`src/rtl/rob_annul_pkg.sv`:
```
package rob_annul_pkg;
   typedef enum logic {
      WALK_IDLE = 1'b0,
      WALK_RUN  = 1'b1
   } walk_state_e;
endpackage

```
`src/rtl/rob_som_scan.sv`:
```
// Finds the nearest instruction start at or below a limit offset,
// working on bits already rotated so that offset 0 is the head.
module rob_som_scan #(
   parameter int DEPTH = 16,
   localparam int IDX_W = $clog2(DEPTH)
) (
   input  logic [DEPTH-1:0] som_rot_i,
   input  logic [IDX_W-1:0] limit_i,
   output logic [IDX_W-1:0] start_off_o
);
   logic [DEPTH-1:0] window;

   for (genvar k = 0; k < DEPTH; k++) begin : g_win
      assign window[k] = som_rot_i[k] && (IDX_W'(k) <= limit_i);
   end

   // highest set bit wins; none set clamps to the head (offset 0)
   always_comb begin
      start_off_o = '0;
      for (int k = 0; k < DEPTH; k++) begin
         if (window[k]) start_off_o = IDX_W'(k);
      end
   end
endmodule

```
`src/rtl/rob_annul_range.sv`:
```
// Combinational range calculation: start pointer and squash mask.
module rob_annul_range #(
   parameter int DEPTH = 16,
   localparam int IDX_W = $clog2(DEPTH),
   localparam int PTR_W = IDX_W + 1
) (
   input  logic [IDX_W-1:0] fault_idx_i,
   input  logic             keep_i,
   input  logic [PTR_W-1:0] head_ptr_i,
   input  logic [PTR_W-1:0] tail_ptr_i,
   input  logic [DEPTH-1:0] entry_valid_i,
   input  logic [DEPTH-1:0] entry_som_i,
   input  logic [DEPTH-1:0] entry_br_end_i,
   output logic [PTR_W-1:0] start_ptr_o,
   output logic [DEPTH-1:0] squash_mask_o
);
   logic [IDX_W-1:0] head_lo;
   logic [PTR_W-1:0] occ;
   logic [IDX_W-1:0] fault_off;
   logic [PTR_W-1:0] cand;
   logic             empty_range;
   logic             keep_branch;
   logic [DEPTH-1:0] som_rot;
   logic [IDX_W-1:0] scan_off;
   logic [PTR_W-1:0] start_off;

   assign head_lo     = head_ptr_i[IDX_W-1:0];
   assign occ         = tail_ptr_i - head_ptr_i;
   assign fault_off   = fault_idx_i - head_lo;
   assign cand        = {1'b0, fault_off} + PTR_W'(keep_i);
   assign empty_range = (cand >= occ);
   assign keep_branch = keep_i && entry_br_end_i[fault_idx_i];

   for (genvar k = 0; k < DEPTH; k++) begin : g_rot
      logic [IDX_W-1:0] src;
      assign src        = head_lo + IDX_W'(k);
      assign som_rot[k] = entry_som_i[src];
   end

   rob_som_scan #(.DEPTH(DEPTH)) scan_i (
      .som_rot_i  (som_rot),
      .limit_i    (cand[IDX_W-1:0]),
      .start_off_o(scan_off)
   );

   always_comb begin
      if (empty_range)      start_off = occ;
      else if (keep_branch) start_off = cand;
      else                  start_off = {1'b0, scan_off};
   end

   assign start_ptr_o = head_ptr_i + start_off;

   for (genvar j = 0; j < DEPTH; j++) begin : g_mask
      logic [PTR_W-1:0] off_j;
      assign off_j            = {1'b0, IDX_W'(IDX_W'(j) - head_lo)};
      assign squash_mask_o[j] = entry_valid_i[j] && (off_j >= start_off) && (off_j < occ);
   end
endmodule

```
`src/rtl/rob_annul_walker.sv`:
```
// Sequencer: captures the range, pulses the squash mask, then walks
// the range youngest first, one index per cycle.
module rob_annul_walker
   import rob_annul_pkg::*;
#(
   parameter int DEPTH = 16,
   localparam int IDX_W = $clog2(DEPTH),
   localparam int PTR_W = IDX_W + 1
) (
   input  logic             clk_i,
   input  logic             rst_ni,
   input  logic             req_i,
   input  logic [PTR_W-1:0] tail_ptr_i,
   input  logic [PTR_W-1:0] start_ptr_i,
   input  logic [DEPTH-1:0] mask_i,
   output logic             busy_o,
   output logic             squash_vld_o,
   output logic [DEPTH-1:0] squash_mask_o,
   output logic             bcast_vld_o,
   output logic [IDX_W-1:0] bcast_idx_o,
   output logic [DEPTH-1:0] free_o,
   output logic             done_o,
   output logic [PTR_W-1:0] new_tail_o
);
   walk_state_e      state_q;
   logic [PTR_W-1:0] cursor_q;
   logic [PTR_W-1:0] start_q;
   logic             at_start;
   logic [PTR_W-1:0] cursor_dec;

   assign at_start   = (cursor_q == start_q);
   assign cursor_dec = cursor_q - 1'b1;

   always_ff @(posedge clk_i or negedge rst_ni) begin
      if (!rst_ni) begin
         state_q       <= WALK_IDLE;
         cursor_q      <= '0;
         start_q       <= '0;
         squash_vld_o  <= 1'b0;
         squash_mask_o <= '0;
      end else begin
         case (state_q)
            WALK_IDLE: begin
               squash_vld_o <= 1'b0;
               if (req_i) begin
                  state_q       <= WALK_RUN;
                  cursor_q      <= tail_ptr_i;
                  start_q       <= start_ptr_i;
                  squash_vld_o  <= 1'b1;
                  squash_mask_o <= mask_i;
               end
            end
            WALK_RUN: begin
               squash_vld_o <= 1'b0;
               if (at_start) state_q  <= WALK_IDLE;
               else          cursor_q <= cursor_dec;
            end
            default: state_q <= WALK_IDLE;
         endcase
      end
   end

   assign busy_o      = (state_q == WALK_RUN);
   assign bcast_vld_o = busy_o && !at_start;
   assign bcast_idx_o = cursor_dec[IDX_W-1:0];
   assign done_o      = busy_o && at_start;
   assign new_tail_o  = start_q;

   for (genvar j = 0; j < DEPTH; j++) begin : g_free
      assign free_o[j] = bcast_vld_o && (bcast_idx_o == IDX_W'(j));
   end
endmodule

```
`src/rtl/rob_annul_unit.sv`:
```
module rob_annul_unit #(
   parameter int DEPTH = 16,
   localparam int IDX_W = $clog2(DEPTH),
   localparam int PTR_W = IDX_W + 1
) (
   input  logic             clk_i,
   input  logic             rst_ni,
   input  logic             annul_req_i,
   input  logic [IDX_W-1:0] fault_idx_i,
   input  logic             keep_i,
   input  logic [PTR_W-1:0] head_ptr_i,
   input  logic [PTR_W-1:0] tail_ptr_i,
   input  logic [DEPTH-1:0] entry_valid_i,
   input  logic [DEPTH-1:0] entry_som_i,
   input  logic [DEPTH-1:0] entry_br_end_i,
   output logic             busy_o,
   output logic             squash_vld_o,
   output logic [DEPTH-1:0] squash_mask_o,
   output logic             bcast_vld_o,
   output logic [IDX_W-1:0] bcast_idx_o,
   output logic [DEPTH-1:0] free_o,
   output logic             done_o,
   output logic [PTR_W-1:0] new_tail_o
);
   if (DEPTH < 4 || (DEPTH & (DEPTH - 1)) != 0) begin : g_bad_depth
      $error("rob_annul_unit: DEPTH must be a power of two of at least 4");
   end

   logic [PTR_W-1:0] start_ptr;
   logic [DEPTH-1:0] range_mask;

   rob_annul_range #(.DEPTH(DEPTH)) range_i (
      .fault_idx_i   (fault_idx_i),
      .keep_i        (keep_i),
      .head_ptr_i    (head_ptr_i),
      .tail_ptr_i    (tail_ptr_i),
      .entry_valid_i (entry_valid_i),
      .entry_som_i   (entry_som_i),
      .entry_br_end_i(entry_br_end_i),
      .start_ptr_o   (start_ptr),
      .squash_mask_o (range_mask)
   );

   rob_annul_walker #(.DEPTH(DEPTH)) walker_i (
      .clk_i        (clk_i),
      .rst_ni       (rst_ni),
      .req_i        (annul_req_i),
      .tail_ptr_i   (tail_ptr_i),
      .start_ptr_i  (start_ptr),
      .mask_i       (range_mask),
      .busy_o       (busy_o),
      .squash_vld_o (squash_vld_o),
      .squash_mask_o(squash_mask_o),
      .bcast_vld_o  (bcast_vld_o),
      .bcast_idx_o  (bcast_idx_o),
      .free_o       (free_o),
      .done_o       (done_o),
      .new_tail_o   (new_tail_o)
   );
endmodule

```
`config.mk`:
```
export PLATFORM = sky130hd
export DESIGN_NAME = rob_annul_unit
export DESIGN_NICKNAME = d
export VERILOG_FILES = /design/src/rtl/rob_annul_pkg.sv /design/src/rtl/rob_som_scan.sv /design/src/rtl/rob_annul_range.sv /design/src/rtl/rob_annul_walker.sv /design/src/rtl/rob_annul_unit.sv
export SDC_FILE = /design/constraint.sdc
export NUM_CORES = 1
export LEC_CHECK = 0
export BUFFER_PORTS_ARGS = -buffer_cell sky130_fd_sc_hd__buf_2
export CORE_MARGIN = 2
export CORE_UTILIZATION = 57
export CTS_BUF_LIST = sky130_fd_sc_hd__clkbuf_8
export DETAILED_ROUTE_END_ITERATION = 8
export PLACE_DENSITY = 0.84
export SETUP_SLACK_MARGIN = 0.15
export SYNTH_ARGS = -nofsm -noshare
export SYNTH_HDL_FRONTEND = slang
export SYNTH_SLANG_ARGS = --single-unit
```
`constraint.sdc`:
```
create_clock -name clk_i -period 2.15 [get_ports clk_i]
set_clock_uncertainty 0.15 [all_clocks]
set_input_delay 0.5375 -clock clk_i [delete_from_list [all_inputs] [get_ports clk_i]]
set_output_delay 0.5375 -clock clk_i [all_outputs]
set_load 0.05 [all_outputs]
```
==> summary.md, run 1 <==
| Metric | Value |
|---|---|
| Gpl congestion | `0.993` |
| Synth cell types | `between 50 and 60` |
| Clock Sinks | `28` |
| Inst Count DP | `838` |
| Post-synth EDFFs | `0` |
| Maximum number of pins on one net before global-route repair | `42` |
| HPWL after DPL | `approximately 13000 um` |
| CTS buffer count | `3` |
| Halt point of the flow | `5_1_grt` |
| GRT Residual Overflow | `145` |
| Ys async rst share | `1.00` |
| Cells after synthesis | `516` |
| Pre-CTS setup slack | `-2.77 ns` |
| Initial Util | `0.586` |
| Syn Std Cell Area | `between 0.004 and 0.005 sq mm` |
| Part of the Yosys area used for sequential elements | `0.146` |
| Avg Cell Area, Syn | `between 9 and 10 sq um` |
| Seq cells post-synth | `28` |
| Die height | `around 96 um` |
| Yosys warns | `0` |
| Die X | `around 96 um` |
| PortBufs | `110` |
| Ys flop type | `dfrtp_1` |
| Worst setup endpoint GRT | `walker_i.new_tail_o[4]$_DFFE_PN0P_/D` |
| Error | `[ERROR GRT-0232] Routing congestion too high. Check the congestion heatmap in the GUI.` |
| Mapped Nets | `676` |
| Status | `aborted with a tool error` |
| Cell Rows | `33` |
| Worst End Pin Type | `sequential cell input` |
| Clk buf depth | `2` |
| Total GRT Usage | `0.815` |
| Number of I/O pins | `111` |
| CTS H-tree depth | `1` |
| Clock root cell | `clkbuf_8` |
-- layer usage --
metal	track usage	GRT overflow
met1	0.798	2
met2	1.00	88
met3	0.599	0
met4	0.938	53
met5	0.113	2
-- cells by family after synthesis --
| kind of cell | count (synthesis) | synth area share |
|---|---|---|
| flip-flops | 28 | 0.146 |
| AND/OR/NAND/NOR | 103 | 0.0949 |
| XOR/XNOR | 31 | 0.0619 |
| adder cells (fa/ha/maj) | 94 | 0.250 |
| AO/OA/AOI/OAI | 156 | 0.217 |
| buffers and inverters | 55 | 0.0468 |
| multiplexers | 49 | 0.182 |
-- metrics by stage --
| step | instance area, sq um | hold WS (ns) | TNS (ns) |
|---|---|---|---|
| floorplan | 5200 | 0.0919 | -58.27 |
| global placement | 6790 | 0.308 | -54.28 |
| detailed placement | 6790 | 0.311 | -57.61 |
| CTS | 7380 | 0.138 | -49.28 |
-- what timing repair did --
item                                    4_1_cts
cloned                                        0
hold buffers                                  0
gates resized for setup                     112
pin swaps                                    55
endpoints found under the setup margin       44
buffers inserted                             18
-- Yosys cell counts (all sizes together), types with 14 or more instances --
| cell | number | area share |
|---|---|---|
| dfrtp | 28 | 0.15 |
| o31ai | 18 | 0.028 |
| a21oi | 36 | 0.038 |
| a21o | 42 | 0.066 |
| xnor2 | 20 | 0.038 |
| o211ai | 14 | 0.022 |
| nor2 | 23 | 0.018 |
| ha | 91 | 0.24 |
| o21ai | 23 | 0.024 |
| mux2i | 14 | 0.029 |
| inv | 40 | 0.031 |
| mux4 | 27 | 0.13 |
| nand2 | 53 | 0.042 |
==> run 2, diff against run 1 <==
- CORE_UTILIZATION: 57 -> 40
- CTS_BUF_LIST: sky130_fd_sc_hd__clkbuf_8 -> unset
- PLACE_DENSITY: 0.84 -> unset
- PLACE_DENSITY_LB_ADDON: unset -> 0.15
- SETUP_SLACK_MARGIN: 0.15 -> unset
==> summary.md, run 2 <==
| Metric | Value |
|---|---|
| Remaining DRCs | `0` |
| Startpoint types | `input pin` |
| Final net count | `923` |
| Fmax | `0.232 GHz` |
| Maxcap violations | `0` |
| Dpl cell area | `0.00681 sq mm (+0.26%)` |
| Status | `finished, violations left` |
| CTS buffer count | `3 (unchanged)` |
| Crit path kind | `input pin to register` |
| WL/cell | `between 15 and 20 um` |
| Pleak | `3.82 nW` |
| Most frequent cell after synthesis | `ha_1` |
| Relative slew slack | `0.567` |
| Antenna-violating nets left | `0` |
| 1st-iter DRT viols | `211` |
| Period utilisation layout | `2.00` |
| Post-synth top cells | `ha_1, nand2_1, a21o_1, inv_1, a21oi_1` |
| Initial Util | `0.414 (-0.172)` |
| Syn Std Cell Area | `0.00479 sq mm (unchanged)` |
| First-pass GRT wire length | `25900 um` |
| Seq cells post-synth | `28 (unchanged)` |
| FILL cells | `933` |
| Cell Rows | `39 (+18%)` |
| Setup violators final | `43` |
| Max FFs per register | `16` |
| Area leader, netlist | `ha_1` |
| Vias/cell | `between 5 and 6` |
| Worst Setup Slack, final | `-2.16 ns` |
| Required time worst endpoint | `2.14 ns` |
| Post-synth top area share | `0.238 (unchanged)` |
| Core Area | `0.0116 sq mm` |
| Sequential Area | `roughly 700 sq um` |
| CTS H-tree depth | `1 (unchanged)` |
| GRT Residual Overflow | `0` |
| Max-slew violations | `0` |
| Top delay family on crit path | `adder cells` |
| Die area | `0.0129 sq mm` |
| HPWL after DPL | `12700 um (-4.1%)` |
| Fin crit period | `4.31 ns` |
| Drt pass-1 iters | `4` |
| Clock tree from TritonCTS | `built` |
| Area grow syn2layout | `59.5%` |
| Crit path max-delay cell type | `fa_2` |
| PortBufs | `110 (unchanged)` |
| Number of I/O pins | `111 (unchanged)` |
| Inst Count DP | `876 (+4.5%)` |
| Hold slack | `0.139 ns` |
| Maximum number of pins on one net before global-route repair | `42` |
| Clock Sinks | `28 (unchanged)` |
| Area occupied by multi-input gates | `between 0.004 and 0.005 sq mm` |
| Share of cells above drive strength 1 | `0.510` |
| Part of the Yosys area used for sequential elements | `0.146 (unchanged)` |
| Clock root cell | `clkbuf_16` |
| Gpl congestion | `0.928 (-6.5%)` |
| Synth top area cells | `ha_1, dfrtp_1, mux4_2` |
| Ys async rst share | `1.00 (unchanged)` |
| Avg Cell Area, Syn | `9.28 sq um (unchanged)` |
| Ys flop type | `dfrtp_1` |
| Crit-path cells | `buf_12 -> inv_12 -> ha_4 -> inv_2 -> fa_2 -> and3_4 -> xnor3_4 -> inv_6 -> ha_4 -> o21ai_4 -> o2bb2ai_4 -> nor4b_4 -> o311ai_2 -> nand2_2 -> ha_4 -> inv_2 -> fa_2 -> inv_1 -> a21o_1 -> a21oi_2 -> xnor2_1 -> xnor2_1 -> o21ai_1` |
| Vias in the first global route | `5047` |
| Crit. End Element | `register` |
| Vias | `~4900` |
| Most used cell, CP | `ha_4` |
| Final instance area | `0.00764 sq mm` |
| Clk buf depth | `2 (unchanged)` |
| CTS clock-pin slew for the worst setup and hold paths | `0.07 ns` |
| Commonest cells after routing, fill and taps aside | `buf_4, buf_2, ha_1` |
| Mapped Nets | `676 (unchanged)` |
| Total GRT Usage | `0.249` |
| Arrival time worst endpoint | `around 4.3 ns` |
| TNS Setup | `-49.28 ns` |
| CP Max Fanout | `7` |
| Yosys warns | `0 (unchanged)` |
| Cells after synthesis | `516 (unchanged)` |
| Failing checks | `setup timing` |
| Die height | `113 um (+19%)` |
| Most common cell after layout, fill and taps aside | `buf_4` |
| Most flops, register | `walker_i.squash_mask_o` |
| Skew-Pair Late Insertion Delay | `0.26 ns` |
| Post-synth EDFFs | `0 (unchanged)` |
| Post-Route WL | `16000 um` |
| Fin. Hold Viols | `0` |
| Slowest Stage Delay on Critical Path | `0.55 ns` |
| Crit path buf inv count | `6` |
| Peak supply drop | `roughly 0.70 mV` |
| Die X | `113 um (+19%)` |
| Fin cells | `905` |
| Power Dens Cells | `~1300 mW/mm^2` |
| Worst-Margin Slew | `around 0.65 ns` |
| Synth cell types | `56 (unchanged)` |
| HP Class | `input pin to async pin` |
| RSZ-0062 raised after global routing | `yes` |
| Initial antenna violation count | `0` |
| Ant. Diodes | `0` |
==> run 2: worst register-to-register path: cells and delay by family, from the launching register on <==
family	cells	cell delay [ns]
AOI/OAI and AO/OA	3	0.43
DFF	1	0.45
buffers and inverters	4	0.45
xor gates and xnor gates	1	0.17
and+or+nand+nor	2	0.45
==> run 2: worst paths after layout <==
check	from	end	slack [ns]	cells past startpoint
setup / recovery	fault_idx_i[0]	walker_i.new_tail_o[4]$_DFFE_PN0P_	-2.16	23
hold / removal	rst_ni	walker_i.busy_o$_DFF_PN0_	0.14	1
setup reg to reg	walker_i.cursor_q[0]$_DFFE_PN0P_	walker_i.cursor_q[4]$_DFFE_PN0P_	-0.04	10
hold reg to reg	walker_i.squash_mask_o[7]$_DFFE_PN0P_	walker_i.squash_mask_o[7]$_DFFE_PN0P_	0.33	2
max in group asynchronous	rst_ni	walker_i.new_tail_o[0]$_DFFE_PN0P_	1.25	1
min in group clk_i	walker_i.squash_mask_o[7]$_DFFE_PN0P_	walker_i.squash_mask_o[7]$_DFFE_PN0P_	0.33	2
==> run 2: kinds of logic after synthesis <==
kind of cell	synth area share
mux	0.182
xor+xnor	0.0619
simple gates	0.0949
buf+inv	0.0468
flops	0.146
compound gates	0.217
fa+ha+maj	0.250
==> run 2: power breakdown <==
group	internal, mW	total, mW	switching [mW]	leakage [nW]
Sequential	0.729	0.910	0.180	0.353
Combinational	3.78	8.28	4.50	3.43
Clock	0.286	0.482	0.196	0.0442
Total	4.80	9.68	4.88	3.82
==> run 2: final cells by class <==
cell class | instances | share of cell area
clock buffers | 4 | 0.0116
inverters | 42 | 0.0244
multi-input cells | 433 | 0.588
flip-flops and latches | 28 | 0.0927
well taps | 143 | 0.0234
repair buffers | 255 | 0.259
==> run 2: per-layer routing <==
metal	track usage	vias to the layer above	routed length (um)
met1	0.321	2376	7060
met4	0.0130	0	12
met2	0.477	89	8610
met3	0.0181	2	348
li1	-	2418	-
met5	0	-	0
==> run 2: repair_timing <==
| action | 4_1_cts | 5_1_grt |
|---|---|---|
| pin swaps | 56 | 24 |
| endpoints found under the setup margin | 42 | 44 |
| hold buffers | 0 | 0 |
| resized for setup | 100 | 42 |
| setup buffers | 11 | 16 |
==> run 2: stage by stage <==
stage | power (mW) | util | worst slack [ns]
2_1_floorplan | 5.49 | - | -2.49
3_3_place_gp | 7.66 | 0.589 | -2.77
3_5_place_dp | 7.81 | 0.589 | -2.78
4_1_cts | 9.17 | 0.638 | -2.17
5_1_grt | 10.4 | 0.660 | -2.36
6_report | 9.68 | 0.660 | -2.16
No activity file was read; power rests on OpenSTA's default activity.
